===== src/rtl/lsu_pkg.sv =====
package lsu_pkg;

  typedef enum logic [2:0] {
    OP_RD_BYTE_U = 3'd0,
    OP_RD_BYTE_S = 3'd1,
    OP_RD_HALF_U = 3'd2,
    OP_RD_HALF_S = 3'd3,
    OP_RD_WORD   = 3'd4,
    OP_WR_BYTE   = 3'd5,
    OP_WR_HALF   = 3'd6,
    OP_WR_WORD   = 3'd7
  } lsuOp_e;

  typedef enum logic [1:0] {
    SZ_BYTE = 2'd0,
    SZ_HALF = 2'd1,
    SZ_WORD = 2'd2
  } accSize_e;

  // control-to-datapath strobes
  typedef struct packed {
    logic     issue;    // drive a memory access this cycle
    logic     write;    // access is a write
    logic     capture;  // latch read-return context
    logic     signExt;  // read result is sign-filled
    accSize_e size;
  } lsuStrobe_t;

endpackage


===== src/rtl/lsu_ctrl.sv =====
module lsu_ctrl
  import lsu_pkg::*;
#(
  parameter int LANE_W = 2
) (
  input  logic              clk,
  input  logic              rst_n,
  input  logic              reqValid,
  input  logic [2:0]        opCode,
  input  logic [LANE_W-1:0] eaLow,
  output lsuStrobe_t        strobe,
  output logic              resultValid,
  output logic              alignFault
);

  lsuOp_e   opDec;
  accSize_e sizeDec;
  logic     isWrite;
  logic     isSigned;
  logic     misaligned;

  always_comb begin
    opDec    = lsuOp_e'(opCode);
    sizeDec  = SZ_BYTE;
    isWrite  = 1'b0;
    isSigned = 1'b0;
    unique case (opDec)
      OP_RD_BYTE_U: sizeDec = SZ_BYTE;
      OP_RD_BYTE_S: begin sizeDec = SZ_BYTE; isSigned = 1'b1; end
      OP_RD_HALF_U: sizeDec = SZ_HALF;
      OP_RD_HALF_S: begin sizeDec = SZ_HALF; isSigned = 1'b1; end
      OP_RD_WORD:   sizeDec = SZ_WORD;
      OP_WR_BYTE:   begin sizeDec = SZ_BYTE; isWrite = 1'b1; end
      OP_WR_HALF:   begin sizeDec = SZ_HALF; isWrite = 1'b1; end
      OP_WR_WORD:   begin sizeDec = SZ_WORD; isWrite = 1'b1; end
    endcase
  end

  // natural alignment per access size
  always_comb begin
    unique case (sizeDec)
      SZ_HALF: misaligned = eaLow[0];
      SZ_WORD: misaligned = |eaLow;
      default: misaligned = 1'b0;
    endcase
  end

  always_comb begin
    strobe.issue   = reqValid & ~misaligned;
    strobe.write   = isWrite;
    strobe.capture = reqValid & ~misaligned & ~isWrite;
    strobe.signExt = isSigned;
    strobe.size    = sizeDec;
  end

  always_ff @(posedge clk or negedge rst_n) begin
    if (!rst_n) begin
      resultValid <= 1'b0;
      alignFault  <= 1'b0;
    end else begin
      resultValid <= strobe.capture;
      alignFault  <= reqValid & misaligned;
    end
  end

endmodule


===== src/rtl/lsu_dpath.sv =====
module lsu_dpath
  import lsu_pkg::*;
#(
  parameter  int ADDR_W = 32,
  parameter  int DATA_W = 32,
  parameter  int OFF_W  = 16,
  localparam int LANES  = DATA_W / 8,
  localparam int LANE_W = $clog2(LANES)
) (
  input  logic              clk,
  input  logic              rst_n,
  input  lsuStrobe_t        strobe,
  input  logic [ADDR_W-1:0] baseVal,
  input  logic [OFF_W-1:0]  offsetVal,
  input  logic [DATA_W-1:0] storeData,
  input  logic [DATA_W-1:0] memRdata,
  output logic [LANE_W-1:0] eaLow,
  output logic              memReq,
  output logic              memWe,
  output logic [ADDR_W-1:0] memAddr,
  output logic [LANES-1:0]  memBe,
  output logic [DATA_W-1:0] memWdata,
  output logic [DATA_W-1:0] resultData
);

  logic [ADDR_W-1:0] effAddr;
  logic [LANE_W:0]   accBytes;

  assign effAddr = baseVal + {{(ADDR_W-OFF_W){offsetVal[OFF_W-1]}}, offsetVal};
  assign eaLow   = effAddr[LANE_W-1:0];
  assign memAddr = {effAddr[ADDR_W-1:LANE_W], {LANE_W{1'b0}}};
  assign memReq  = strobe.issue;
  assign memWe   = strobe.issue & strobe.write;

  always_comb begin
    unique case (strobe.size)
      SZ_HALF: accBytes = (LANE_W+1)'(2);
      SZ_WORD: accBytes = (LANE_W+1)'(LANES);
      default: accBytes = (LANE_W+1)'(1);
    endcase
  end

  // lane g holds the byte at word offset LANES-1-g (big-endian)
  for (genvar g = 0; g < LANES; g++) begin : g_lane
    localparam logic [LANE_W-1:0] BYTE_POS = LANE_W'(LANES - 1 - g);
    logic [LANE_W-1:0] relPos;
    logic [LANE_W-1:0] srcSel;
    logic              inAccess;
    logic [7:0]        laneByte;

    always_comb begin
      relPos   = BYTE_POS - eaLow;
      inAccess = {1'b0, relPos} < accBytes;
      srcSel   = LANE_W'(accBytes - 1'b1) - relPos;
      laneByte = (strobe.issue & strobe.write & inAccess) ? storeData[8*srcSel +: 8] : 8'h00;
    end

    assign memBe[g]          = strobe.issue & inAccess;
    assign memWdata[8*g +: 8] = laneByte;
  end

  // read-return context
  logic [LANE_W-1:0] lowQ;
  accSize_e          sizeQ;
  logic              signQ;

  always_ff @(posedge clk or negedge rst_n) begin
    if (!rst_n) begin
      lowQ  <= '0;
      sizeQ <= SZ_BYTE;
      signQ <= 1'b0;
    end else if (strobe.capture) begin
      lowQ  <= eaLow;
      sizeQ <= strobe.size;
      signQ <= strobe.signExt;
    end
  end

  logic [LANE_W-1:0] byteSel;
  logic [LANE_W-1:0] halfSel;
  logic [7:0]        byteVal;
  logic [15:0]       halfVal;

  always_comb begin
    byteSel = LANE_W'(LANES - 1) - lowQ;
    halfSel = LANE_W'(LANES - 2) - lowQ;
    halfSel[0] = 1'b0;
    byteVal = memRdata[8*byteSel +: 8];
    halfVal = memRdata[8*halfSel +: 16];
    unique case (sizeQ)
      SZ_HALF: resultData = {{(DATA_W-16){signQ & halfVal[15]}}, halfVal};
      SZ_WORD: resultData = memRdata;
      default: resultData = {{(DATA_W-8){signQ & byteVal[7]}}, byteVal};
    endcase
  end

endmodule


===== src/rtl/lsu_core.sv =====
module lsu_core
  import lsu_pkg::*;
#(
  parameter  int ADDR_W = 32,
  parameter  int DATA_W = 32,
  parameter  int OFF_W  = 16,
  localparam int LANES  = DATA_W / 8,
  localparam int LANE_W = $clog2(LANES)
) (
  input  logic              clk,
  input  logic              rst_n,
  input  logic              reqValid,
  input  logic [2:0]        opCode,
  input  logic [ADDR_W-1:0] baseVal,
  input  logic [OFF_W-1:0]  offsetVal,
  input  logic [DATA_W-1:0] storeData,
  output logic              memReq,
  output logic              memWe,
  output logic [ADDR_W-1:0] memAddr,
  output logic [LANES-1:0]  memBe,
  output logic [DATA_W-1:0] memWdata,
  input  logic [DATA_W-1:0] memRdata,
  output logic              resultValid,
  output logic [DATA_W-1:0] resultData,
  output logic              alignFault
);

  lsuStrobe_t        strobe;
  logic [LANE_W-1:0] eaLow;

  lsu_ctrl #(
    .LANE_W(LANE_W)
  ) ctrl_i (
    .clk        (clk),
    .rst_n      (rst_n),
    .reqValid   (reqValid),
    .opCode     (opCode),
    .eaLow      (eaLow),
    .strobe     (strobe),
    .resultValid(resultValid),
    .alignFault (alignFault)
  );

  lsu_dpath #(
    .ADDR_W(ADDR_W),
    .DATA_W(DATA_W),
    .OFF_W (OFF_W)
  ) dpath_i (
    .clk       (clk),
    .rst_n     (rst_n),
    .strobe    (strobe),
    .baseVal   (baseVal),
    .offsetVal (offsetVal),
    .storeData (storeData),
    .memRdata  (memRdata),
    .eaLow     (eaLow),
    .memReq    (memReq),
    .memWe     (memWe),
    .memAddr   (memAddr),
    .memBe     (memBe),
    .memWdata  (memWdata),
    .resultData(resultData)
  );

endmodule


===== config.mk =====
export PLATFORM = sky130hd
export DESIGN_NAME = lsu_core
export DESIGN_NICKNAME = d
export VERILOG_FILES = /design/src/rtl/lsu_pkg.sv /design/src/rtl/lsu_ctrl.sv /design/src/rtl/lsu_dpath.sv /design/src/rtl/lsu_core.sv
export SDC_FILE = /design/constraint.sdc
export NUM_CORES = 1
export LEC_CHECK = 0
export ABC_AREA = 0
export BUFFER_PORTS_ARGS = -buffer_cell sky130_fd_sc_hd__buf_2
export CAP_MARGIN = 0
export CORE_ASPECT_RATIO = 0.75
export CORE_MARGIN = 3
export CORE_UTILIZATION = 43
export DETAILED_ROUTE_END_ITERATION = 8
export PLACE_DENSITY_LB_ADDON = 0.08
export SETUP_SLACK_MARGIN = 0.1
export SLEW_MARGIN = 20
export SYNTH_ARGS = -nofsm -noshare
export SYNTH_HDL_FRONTEND = slang
export SYNTH_SLANG_ARGS = --single-unit
export TNS_END_PERCENT = 30

===== constraint.sdc =====
create_clock -name clk -period 3 [get_ports clk]
set_clock_uncertainty 0.05 [all_clocks]
set_input_delay 0.3 -clock clk [delete_from_list [all_inputs] [get_ports clk]]
set_output_delay 0.3 -clock clk [all_outputs]
set_load 0.1 [all_outputs]

==> impl_results.md <==
- Outcome: completed
- Number of synthesized register bits: 7
- Avg Cell Area, Syn: 8.29 sq um
- Congestion Overflow GR: 0
- Fin. Hold Viols: 0
- Clk buf depth: 2
- Rel. slew slack: 63.8%
- Port Buffer Count: 219
- Reg2reg end: dpath_i.lowQ[0]
- GRT Overall Usage: 29.8%
- CP startpoint kind: input pin
- Yosys warnings: 0
- Routed Wire Length: 17.9 mm
- HP Start: reqValid
- Final Slew Violations: 0
- Drt pass-1 iters: 5
- H-tree depth: 1
- Post-synth top area share: about a fifth
- Post-place instance area: 7290 sq um
- RSZ-0062 raised after global routing: yes
- Crit path max fanout: 7
- Final WS setup: approximately 6.2 ps
- DIE AREA: 11200 sq um
- ANT nets after route: 0
- Worst r2r src: dpath_i.lowQ[0]
- # nets final: 935
- Most numerous cell in the Yosys netlist: a21oi_1
- Hold slack: 264 ps
- Die width: 121 um
- Vias in the first global route: approximately 5400
- Synth Cell Area: 4260 sq um
- First-pass GRT wire length: 27.2 mm
- Power Density: 648 nW/um^2
- CP Cell Sequence: buf_2, and2_0, o21ai_2, inv_2, ha_4, ha_4, inv_2, xnor2_4, buf_12, mux4_2, and3_4, buf_12
- Pin count of the biggest net entering global routing: between 40 and 50
- Leak: 3.36 nW
- Post-route DRC: 0
- Fmax: 334 MHz
- Inserted Diodes: 0
- Dominant cell type by area after synthesis: mux4_2
- Fin crit period: ~3000 ps
- Max-cap violations: 0
- Final period utilization: about 100%
- Seq/Total Area, Yosys: 4.11%
- Synth area leaders: mux4_2 (21%), ha_1 (13%), and3_1 (5.7%), a21oi_1 (5.3%), o21ai_0 (4.9%)
- Ports: about 220
- Synth cell count leaders: a21oi_1 (45), ha_1 (44), o21ai_0 (42), mux4_2 (40), and3_1 (39)
- Crit end category: output pin
- R2r worst-path depth: 3
- Post-synthesis cell type count: a little under 70
- Largest stage delay on the critical path: 540 ps
- Post-Syn Instances: 514
- Hpwl dp: 13.6 mm
- GP Congestion: 0.943
- Fin area: roughly 7800 sq um
- Worst path depth: 12
- Clock Tree Root: clkbuf_16
- Overall Power: 5.02 mW
- R2R Setup Slk: 2020 ps
- Area growth, synth to finish: 82.0%
- Critical Path AT: 2640 ps
- Ys flop type: dfrtp_1
- Ratio of cells with drive above 1 in the final layout: 55.0%
- Clock Pin Slew Worst Setup and Hold Paths: 40 ps
- Row Count: 30
- Slowest-stage cell, CP: mux4_2
- DP Worst Slack: -249 ps
- Hold Path End: ctrl_i.alignFault
- Ys async rst share: 100%
- CP Data Required Time: 2650 ps
- Initial antenna violation count: 0
- Worst ir drop on vdd: 0.000435 V
- Initial DRC count: 462
- Crit Path Class: in2out
- Sinks on the clock net: 7
- Worst Hold Depth: 2
- Setup TNS: 0 ps
- Post-synth EDFFs: 0
- Setup violations, final: 0
- DR vias: 5515
- Via/cell ratio: roughly 6.1
- Height of the die: around 92 um
- Worst-Skew Late Latency: 230 ps
- Initial Utilization: 45.6%
- Routed len/inst: 20.0 um
- Cell family with most CP delay: buffers and inverters
- Critical path buffer and inverter count: 5
- Slew of the pin with the lowest slew margin: roughly 540 ps
- CTS tree: built
- Core box area: 9350 sq um
- CTS buffer count: 3
- Hold Path Class: in2reg
-- registers in the layout, indices dropped and copies added (netlist names) --
| name | count |
|---|---|
| ctrl_i.alignFault | 1 |
| ctrl_i.resultValid | 1 |
| dpath_i.lowQ | 2 |
| dpath_i.signQ | 1 |
| dpath_i.sizeQ | 2 |
-- worst reg2reg max path, stage by stage (launching register included) --
cell and delay [ps]:
dfrtp_1 490, buf_4 250, nand2_1 60, o21ai_0 60
-- kinds of logic after synthesis --
| family | Yosys count | synth area share [%] |
|---|---|---|
| adders and majority gates | 45 | 13.4 |
| and+or+nand+nor | 147 | 18.7 |
| muxes | 45 | 22.3 |
| xor gates and xnor gates | 32 | 7.63 |
| buffers and inverters | 58 | 6.64 |
| AOI/OAI and AO/OA | 179 | 27.1 |
| DFF | 7 | 4.11 |
| other | 1 | 0.0880 |
-- placed cells by master, fill, tap and decap left out, drive strengths merged, types with 6 or more instances in the layout --
master	count
mux4	40
xnor2	21
a21o	10
nand3	7
and2	6
buf	286
dfrtp	7
nor2	19
a21oi	49
xor2	11
a211oi	7
nor3	9
nand2	36
inv	22
ha	44
o21ai	56
and3	40
a22oi	16
o21a	9
nand4	8
-- power by group --
| part | switching (mW) | internal, mW |
|---|---|---|
| clock network | 0.0506 | 0.177 |
| logic | 2.97 | 1.70 |
| registers | 0.0145 | 0.108 |
| total | 3.04 | 1.99 |
-- worst max path at each step --
stage / from / end / slack (ps)
finish: opCode[0] / memWdata[2] / 6
global route: opCode[0] / memWdata[7] / -40
CTS: offsetVal[0] / memWdata[2] / 40
detailed placement: opCode[0] / memWdata[2] / -250
global placement: baseVal[0] / memWdata[0] / -180
floorplan: dpath_i.lowQ[0] / resultData[17] / -600
-- stage by stage --
stage	instances	util (%)
after floorplan	515	-
after global placement	881	78.0
after detailed placement	881	78.0
after CTS	895	81.2
after global routing	899	83.0
final	899	83.0
-- area by class of cell --
type / count / area (sq um)
Multi-Input combinational cell: 450 / 4280
Timing Repair Buffer: 288 / 2970
Clock buffer: 4 / 78.8
Sequential cell: 7 / 175
Tap cell: 128 / 160
Fill cell: 521 / 1590
Inverter: 22 / 85.1
-- per-layer routing --
metal	share of wire (%)	track usage (%)	up-vias	wire [um]
met1	38	36.0	2642	6910
li1	-	-	2504	-
met2	51	55.2	324	9170
met3	7.6	3.58	45	1370
met5	0	0	-	0
met4	2.7	8.87	0	492
-- repair_timing --
item | CTS | global route
hold buffers | 1 | 0
gates resized for setup | 15 | 32
setup buffers | 7 | 5
gates cloned | 2 | 0
endpoints found under the setup margin | 44 | 45
endpoints found under the hold margin | 7 | 0
pin swaps | 8 | 14
Note: power is estimated with default switching activity, not from simulation.
